File: src/rtl/seg_pkg.sv
package seg_pkg;

    typedef enum logic {
        ST_IDLE = 1'b0,
        ST_EMIT = 1'b1
    } seg_state_e;

    typedef enum logic [1:0] {
        LEN_EXPLICIT = 2'd0,
        LEN_IMPLICIT = 2'd1,
        LEN_FORCED   = 2'd2
    } len_mode_e;

    // Control field layout shared by both segments
    localparam int CTL_FORCE = 0;
    localparam int CTL_TX    = 1;
    localparam int CTL_RX    = 2;

    // Error-check encodings that carry one extra byte in the shifter
    function automatic logic ecc_widened(input logic [1:0] mode);
        return (mode == 2'b00) || (mode == 2'b10);
    endfunction

endpackage

File: src/rtl/seg_mode_decode.sv
module seg_mode_decode
    import seg_pkg::*;
#(
    parameter int CFG_BITS_W = 8,
    localparam int RAW_W = CFG_BITS_W - 2
) (
    input  logic                  seg_sel,
    input  logic [3:0]            len_nib,
    input  logic [CFG_BITS_W-1:0] cfg_bits,
    input  logic [2:0]            ctl,
    output logic [RAW_W-1:0]      raw_bytes,
    output logic [CFG_BITS_W-1:0] raw_bits,
    output logic                  tx_on,
    output logic                  rx_on
);

    len_mode_e               mode;
    logic [CFG_BITS_W:0]     rounded;
    logic [CFG_BITS_W-1:0]   nib_bits;

    always_comb begin
        if (len_nib == 4'd0) begin
            mode = LEN_EXPLICIT;
        end else if (ctl[CTL_FORCE]) begin
            mode = LEN_FORCED;
        end else begin
            mode = LEN_IMPLICIT;
        end
    end

    // Byte count rounded up from the configured bit count
    assign rounded  = {1'b0, cfg_bits} + (CFG_BITS_W + 1)'(7);
    assign nib_bits = CFG_BITS_W'({len_nib, 3'b000});

    always_comb begin
        raw_bytes = '0;
        raw_bits  = '0;
        tx_on     = 1'b0;
        rx_on     = 1'b0;
        unique case (mode)
            LEN_EXPLICIT: begin
                raw_bits  = cfg_bits;
                raw_bytes = rounded[CFG_BITS_W:3];
                tx_on     = ctl[CTL_TX];
                rx_on     = ctl[CTL_RX];
            end
            LEN_IMPLICIT: begin
                raw_bits  = nib_bits;
                raw_bytes = RAW_W'(len_nib);
                tx_on     = ~seg_sel;
                rx_on     = seg_sel;
            end
            LEN_FORCED: begin
                raw_bits  = nib_bits;
                raw_bytes = RAW_W'(len_nib);
                tx_on     = ctl[CTL_TX];
                rx_on     = ctl[CTL_RX];
            end
            default: begin
                raw_bits  = '0;
                raw_bytes = '0;
            end
        endcase
    end

endmodule

File: src/rtl/seg_size_cap.sv
module seg_size_cap
    import seg_pkg::*;
#(
    parameter int TDR_BYTES  = 8,
    parameter int CFG_BITS_W = 8,
    localparam int RAW_W = CFG_BITS_W - 2,
    localparam int CNT_W = $clog2(TDR_BYTES + 2)
) (
    input  logic [RAW_W-1:0]      raw_bytes,
    input  logic [CFG_BITS_W-1:0] raw_bits,
    input  logic [1:0]            ecc_mode,
    output logic [CNT_W-1:0]      seg_bytes,
    output logic [CFG_BITS_W-1:0] seg_bits,
    output logic                  capped
);

    localparam logic [RAW_W-1:0] LIM_WIDE  = RAW_W'(TDR_BYTES + 1);
    localparam logic [RAW_W-1:0] LIM_PLAIN = RAW_W'(TDR_BYTES);

    logic [RAW_W-1:0] limit;
    logic [RAW_W+2:0] limit_bits;

    assign limit      = ecc_widened(ecc_mode) ? LIM_WIDE : LIM_PLAIN;
    assign limit_bits = {limit, 3'b000};
    assign capped     = raw_bytes > limit;

    always_comb begin
        if (capped) begin
            seg_bytes = limit[CNT_W-1:0];
            seg_bits  = limit_bits[CFG_BITS_W-1:0];
        end else begin
            seg_bytes = raw_bytes[CNT_W-1:0];
            seg_bits  = raw_bits;
        end
    end

endmodule

File: src/rtl/seg_byte_pick.sv
module seg_byte_pick #(
    parameter int TDR_BYTES = 8,
    localparam int CNT_W  = $clog2(TDR_BYTES + 2),
    localparam int OFF_W  = CNT_W + 1,
    localparam int LANE_W = (TDR_BYTES > 1) ? $clog2(TDR_BYTES) : 1,
    localparam int TDR_W  = 8 * TDR_BYTES
) (
    input  logic [TDR_W-1:0] tdr_word,
    input  logic [OFF_W-1:0] offset,
    input  logic             tx_on,
    output logic [7:0]       byte_out
);

    logic [7:0] lanes [TDR_BYTES];
    logic       in_range;

    // Offset 0 is the most significant byte of the word
    for (genvar g = 0; g < TDR_BYTES; g++) begin : g_lane
        assign lanes[g] = tdr_word[TDR_W-1-8*g -: 8];
    end

    assign in_range = offset < OFF_W'(TDR_BYTES);
    assign byte_out = (tx_on && in_range) ? lanes[offset[LANE_W-1:0]] : 8'hFF;

endmodule

File: src/rtl/seg_count_calc.sv
module seg_count_calc
    import seg_pkg::*;
#(
    parameter int TDR_BYTES  = 8,
    parameter int CFG_BITS_W = 8,
    localparam int CNT_W = $clog2(TDR_BYTES + 2),
    localparam int RAW_W = CFG_BITS_W - 2,
    localparam int OFF_W = CNT_W + 1,
    localparam int TDR_W = 8 * TDR_BYTES
) (
    input  logic                  clk,
    input  logic                  rst_n,
    input  logic                  decode,
    input  logic                  seg_sel,
    input  logic [3:0]            len_nib,
    input  logic [CFG_BITS_W-1:0] n1_bit_cnt,
    input  logic [2:0]            n1_ctl,
    input  logic [CFG_BITS_W-1:0] n2_bit_cnt,
    input  logic [2:0]            n2_ctl,
    input  logic [1:0]            ecc_mode,
    input  logic [TDR_W-1:0]      tdr,
    input  logic [CNT_W-1:0]      n1_tx_used,
    output logic                  busy,
    output logic                  cnt_valid,
    output logic [CFG_BITS_W-1:0] seg_bits,
    output logic [CNT_W-1:0]      seg_bytes,
    output logic [CNT_W-1:0]      tx_bytes,
    output logic [CNT_W-1:0]      rx_bytes,
    output logic                  capped,
    output logic                  pay_valid,
    output logic [7:0]            pay_data,
    output logic                  pay_last
);

    seg_state_e state_q, state_d;

    // Selected segment configuration
    logic [CFG_BITS_W-1:0] cur_bits;
    logic [2:0]            cur_ctl;

    // Decode and cap results (combinational)
    logic [RAW_W-1:0]      raw_bytes;
    logic [CFG_BITS_W-1:0] raw_bits;
    logic                  dec_tx_on, dec_rx_on;
    logic [CNT_W-1:0]      cap_bytes;
    logic [CFG_BITS_W-1:0] cap_bits;
    logic                  cap_hit;

    // Registered segment context
    logic [CFG_BITS_W-1:0] bits_q;
    logic [CNT_W-1:0]      bytes_q;
    logic                  tx_on_q, rx_on_q, capped_q;
    logic [TDR_W-1:0]      tdr_q;
    logic [CNT_W-1:0]      base_q;
    logic [CNT_W-1:0]      idx_q;
    logic                  cnt_valid_q;

    logic                  dec_go;
    logic                  at_last;
    logic [OFF_W-1:0]      offset;
    logic [7:0]            pick_byte;

    assign cur_bits = seg_sel ? n2_bit_cnt : n1_bit_cnt;
    assign cur_ctl  = seg_sel ? n2_ctl : n1_ctl;

    seg_mode_decode #(
        .CFG_BITS_W (CFG_BITS_W)
    ) u_decode (
        .seg_sel   (seg_sel),
        .len_nib   (len_nib),
        .cfg_bits  (cur_bits),
        .ctl       (cur_ctl),
        .raw_bytes (raw_bytes),
        .raw_bits  (raw_bits),
        .tx_on     (dec_tx_on),
        .rx_on     (dec_rx_on)
    );

    seg_size_cap #(
        .TDR_BYTES  (TDR_BYTES),
        .CFG_BITS_W (CFG_BITS_W)
    ) u_cap (
        .raw_bytes (raw_bytes),
        .raw_bits  (raw_bits),
        .ecc_mode  (ecc_mode),
        .seg_bytes (cap_bytes),
        .seg_bits  (cap_bits),
        .capped    (cap_hit)
    );

    assign dec_go  = decode && (state_q == ST_IDLE);
    assign at_last = (idx_q + 1'b1) == bytes_q;
    assign offset  = {1'b0, base_q} + {1'b0, idx_q};

    seg_byte_pick #(
        .TDR_BYTES (TDR_BYTES)
    ) u_pick (
        .tdr_word (tdr_q),
        .offset   (offset),
        .tx_on    (tx_on_q),
        .byte_out (pick_byte)
    );

    // State register
    always_ff @(posedge clk or negedge rst_n) begin
        if (!rst_n) begin
            state_q <= ST_IDLE;
        end else begin
            state_q <= state_d;
        end
    end

    // Next state: GO_EMIT / STAY_IDLE / NEXT_BYTE / DONE_EMIT
    always_comb begin
        state_d = state_q;
        unique case (state_q)
            ST_IDLE: begin
                if (dec_go && (cap_bytes != '0)) begin
                    state_d = ST_EMIT;
                end
            end
            ST_EMIT: begin
                if (at_last) begin
                    state_d = ST_IDLE;
                end
            end
            default: state_d = ST_IDLE;
        endcase
    end

    // Segment context capture and byte index
    always_ff @(posedge clk or negedge rst_n) begin
        if (!rst_n) begin
            bits_q      <= '0;
            bytes_q     <= '0;
            tx_on_q     <= 1'b0;
            rx_on_q     <= 1'b0;
            capped_q    <= 1'b0;
            tdr_q       <= '0;
            base_q      <= '0;
            idx_q       <= '0;
            cnt_valid_q <= 1'b0;
        end else begin
            cnt_valid_q <= dec_go;
            if (dec_go) begin
                bits_q   <= cap_bits;
                bytes_q  <= cap_bytes;
                tx_on_q  <= dec_tx_on;
                rx_on_q  <= dec_rx_on;
                capped_q <= cap_hit;
                tdr_q    <= tdr;
                base_q   <= seg_sel ? n1_tx_used : '0;
                idx_q    <= '0;
            end else if (state_q == ST_EMIT) begin
                idx_q <= idx_q + 1'b1;
            end
        end
    end

    // Outputs
    always_comb begin
        busy      = (state_q == ST_EMIT);
        cnt_valid = cnt_valid_q;
        seg_bits  = bits_q;
        seg_bytes = bytes_q;
        tx_bytes  = tx_on_q ? bytes_q : '0;
        rx_bytes  = rx_on_q ? bytes_q : '0;
        capped    = capped_q;
        pay_valid = (state_q == ST_EMIT);
        pay_data  = (state_q == ST_EMIT) ? pick_byte : 8'h00;
        pay_last  = (state_q == ST_EMIT) && at_last;
    end

endmodule

File: config.mk
export PLATFORM = sky130hd
export DESIGN_NAME = seg_count_calc
export DESIGN_NICKNAME = d
export VERILOG_FILES = /design/src/rtl/seg_pkg.sv /design/src/rtl/seg_mode_decode.sv /design/src/rtl/seg_size_cap.sv /design/src/rtl/seg_byte_pick.sv /design/src/rtl/seg_count_calc.sv
export SDC_FILE = /design/constraint.sdc
export NUM_CORES = 1
export LEC_CHECK = 0
export CAP_MARGIN = 10
export CORE_UTILIZATION = 47
export CTS_CLUSTER_DIAMETER = 40
export DETAILED_ROUTE_END_ITERATION = 10
export PLACE_DENSITY = 0.79
export SETUP_SLACK_MARGIN = 0.1
export SLEW_MARGIN = 40
export SYNTH_ARGS = -nofsm -noshare
export SYNTH_HDL_FRONTEND = slang
export SYNTH_SLANG_ARGS = --single-unit
File: constraint.sdc
create_clock -name clk -period 8.73 [get_ports clk]
set_input_delay 1.746 -clock clk [delete_from_list [all_inputs] [get_ports clk]]
set_output_delay 1.746 -clock clk [all_outputs]
set_load 0.01 [all_outputs]
==> impl_metrics.py <==
metrics = {
    "grt": {
        "track_usage": 0.2379,
        "antenna_found_initial": 0,
        "overflow": 0,
        "grt_start_max_net_pins": 94,
        "grt_pass1_vias": 3894,
        "grt_pass1_wl_um": 18570,
    },
    "cts": {
        "cts.htree.levels": 3,
        "ctsHoldBuffers": 0,
        "cts_buffers": 9,
        "cts.sinks": 89,
        "clockBufferDepth": 2,
        "cts-root-buf": "clkbuf_8",
        "cts_resized": 0,
        "cts_tree": "yes",
        "clk_latency_ns": 0.37,
        "post-cts-setup-buffers": 0,
        "clk_pin_slew_ns": 0.09,
    },
    "sta": {
        "slew_violations": 0,
        "rsz0062_at_grt": "false",
        "setup_tns_ns": 0,
        "period_needed_ns": 5.106,
        "relSlewSlack": 0.5455,
        "report.final.hold_viol_count": 0,
        "finalCritPeriodShare": 0.5849,
        "max_slew.worst_pin.slew_ns": 0.6756,
        "fin_skew_ns": 0.005732,
        "setup-violations-final": 0,
        "fmax_mhz": 195.9,
    },
    "detailed_routing": {
        "drtIter0Drc": 180,
        "routed_wl_um": 11260,
        "wl_met3_um": 381,
        "drt_pass1_iterations": 4,
        "highest_layer": "met4",
        "final_antenna_net_count": 0,
        "wl_per_cell_um": 15.09,
        "routed-wl-met2_um": 5801,
        "met1_length_um": 4851,
        "drcViolationCount": 0,
        "vias_per_cell": 5.204,
        "vias": 3882,
    },
    "yosys": {
        "synthCells": 496,
        "yosysSeqAreaShare": 0.4862,
        "async_reset_ff_frac": 1.000,
        "yosys.area_share.simple": 0.2508,
        "syn_avg_cell_area_um2": 9.235,
        "synth_top_family_by_area": "simple AND/OR/NAND/NOR gates",
        "synth_area_mm2": 0.004581,
        "synth-adder-area-share": 0.02622,
        "synth_compound_area_frac": 0.06610,
        "synth_ff_type": "dfrtp_1",
        "synth-edff-count": 0,
        "synth-seq-cells": 89,
        "syn_nets": 605,
        "synth_xor_xnor_area_share": 0.01639,
        "synthMuxAreaShare": 0.1205,
        "yosysWarningCount": 0,
        "ys_types": 46,
    },
    "setup_path": {
        "endpoint_kind": "flop",
        "startpoint_type": "input port",
        "r2r_end": "seg_bits[6]",
        "timing.rr.start": "busy",
        "critPathMaxStageDelay_ns": 0.63,
        "slowest_stage": "nor4_1",
        "cp.required_ns": 8.97,
        "reg2regPathDepth": 6,
        "reg2reg_setup_slack_ns": 6.43,
        "crit_chain": "clkdlybuf4s50_1 > nor4_1 > or2_2 > inv_1 > ha_1 > nand2b_1 > inv_1 > a32oi_1 > ha_1 > o221ai_1 > and4b_4 > nor2_1 > o41ai_1",
        "path_class": "input port to flop",
        "critPathArrivalTime_ns": 5.35,
        "crit_fanout": 10,
    },
    "final_layout": {
        "mostFrequentLayoutCells": "nand2_1 (220), clkdlybuf4s50_1 (129), dfrtp_1 (89)",
        "nets": 721,
        "syn2layout_area_growth_pct": 35.35,
        "instances_no_fill": 746,
        "drive_gt1_frac": 0.07780,
        "final_common_cell": "nand2_1",
        "n_antenna_cell": 0,
        "fill_cells": 748,
        "utilization": 0.6647,
    },
    "power_and_ir_drop": {
        "p_per_area_mw_per_mm2": 346.1,
        "finalPower_w": 0.002146,
        "leakage_nw": 2.916,
        "irDropWorstVdd_uv": 201.8,
    },
    "placed_design": {
        "place_inst": 730,
        "numPortBuffers": 131,
        "gp_congestion": 0.8941,
        "place_hpwl_um": 8129,
    },
    "outcome": {
        "status": "completed",
    },
    "min_path": {
        "whs_endpoint": "tdr_q[56]",
        "hp-start": "tdr_q[56]",
        "hold_depth": 2,
        "hold_class": "flop to flop",
    },
    "floorplanning": {
        "row_count": 35,
        "die_width_um": 100.7,
        "die_y_um": 100.7,
        "coreArea_mm2": 0.009328,
        "pin_count": 133,
        "die_area_mm2": 0.01014,
        "initial_utilization": 0.4911,
    },
    "run": {
        "maxCapViolations": 0,
    },
}
==> cell type report <==
cell class / count / area, µm² / area share
Clock buffer: 9 / 123.9 / 0.01998
Inverter: 10 / 37.54 / 0.006054
Multi-Input combinational cell: 369 / 2213 / 0.3570
Timing Repair Buffer: 133 / 1329 / 0.2143
Clock inverter: 7 / 107.6 / 0.01736
Tap cell: 129 / 161.4 / 0.02603
Sequential cell: 89 / 2227 / 0.3592
==> synthesized netlist by cell type, drive strengths merged, types with 2 or more instances <==
library cell / instances / area, µm²
a21oi: 14 / 70.07
ha: 8 / 100.1
nand2: 221 / 829.6
mux2i: 18 / 180.2
mux4: 16 / 360.4
and2: 10 / 62.56
inv: 10 / 37.54
nor4: 3 / 48.80
o41ai: 4 / 35.03
buf: 9 / 46.29
o31ai: 2 / 15.01
nor2: 13 / 48.80
a211oi: 2 / 15.01
o211ai: 3 / 22.52
o31a: 2 / 17.52
xor2: 3 / 26.28
nand3: 8 / 40.04
o21ai: 12 / 60.06
nor3: 2 / 10.01
nor2b: 5 / 31.28
clkbuf: 19 / 71.32
xnor2: 3 / 26.28
dfrtp: 89 / 2227
and3: 2 / 12.51
==> through the flow <==
step                hold slack (ns)  instance area [µm²]  setup slack [ns]
floorplan                    0.4403                 4581             4.260
finish                       0.4774                 6200             3.624
detailed placement           0.4571                 5964             2.912
CTS                          0.4805                 6196             3.301
global placement             0.4529                 5951             3.095
global route                 0.5025                 6200             3.353
==> power by group <==
part | leakage [nW] | internal [W] | switching [W]
combinational | 1.68 | 0.000565 | 0.000535
clock | 0.114 | 0.000167 | 0.000158
sequential | 1.12 | 0.000599 | 0.000122
total | 2.92 | 0.00133 | 0.000815
==> sequential cells by signal (all words and copies together), names as in the netlist, 4 cells and up <==
signal / cells
tdr_q: 64
seg_bits: 8
base_q: 4
idx_q: 4
seg_bytes: 4
==> kinds of logic (layout without fill, tap and decap cells) <==
| family | Yosys count | after routing |
|---|---|---|
| flops | 89 | 89 |
| mux | 35 | 35 |
| fa+ha+maj | 9 | 9 |
| simple gates | 271 | 271 |
| compound gates | 47 | 47 |
| buf+inv | 38 | 159 |
| xor+xnor | 7 | 7 |
==> worst max-delay path, delay by kind of cell <==
kind	cells	cell delay [ns]
buffers and inverters	3	0.64
and+or+nand+nor	5	1.72
adders and majority gates	2	0.58
AOI/OAI and AO/OA	3	0.66
==> worst max path at each step <==
stage,start,end,slack [ns],depth (start not counted)
after detailed placement,seg_sel,seg_bits[2],2.91,13
after global routing,len_nib[2],seg_bits[0],3.35,13
final,len_nib[2],seg_bits[2],3.62,13
after floorplan,len_nib[3],seg_bits[6],4.26,13
after CTS,seg_sel,seg_bits[2],3.30,13
after global placement,seg_sel,seg_bits[3],3.10,13
==> routing by layer <==
metal,vias up,track usage
met3,15,0.03537
li1,1880,-
met5,-,0
met4,0,0.08473
met2,93,0.4089
met1,1894,0.3079
Power figures use the tool's default switching activity.
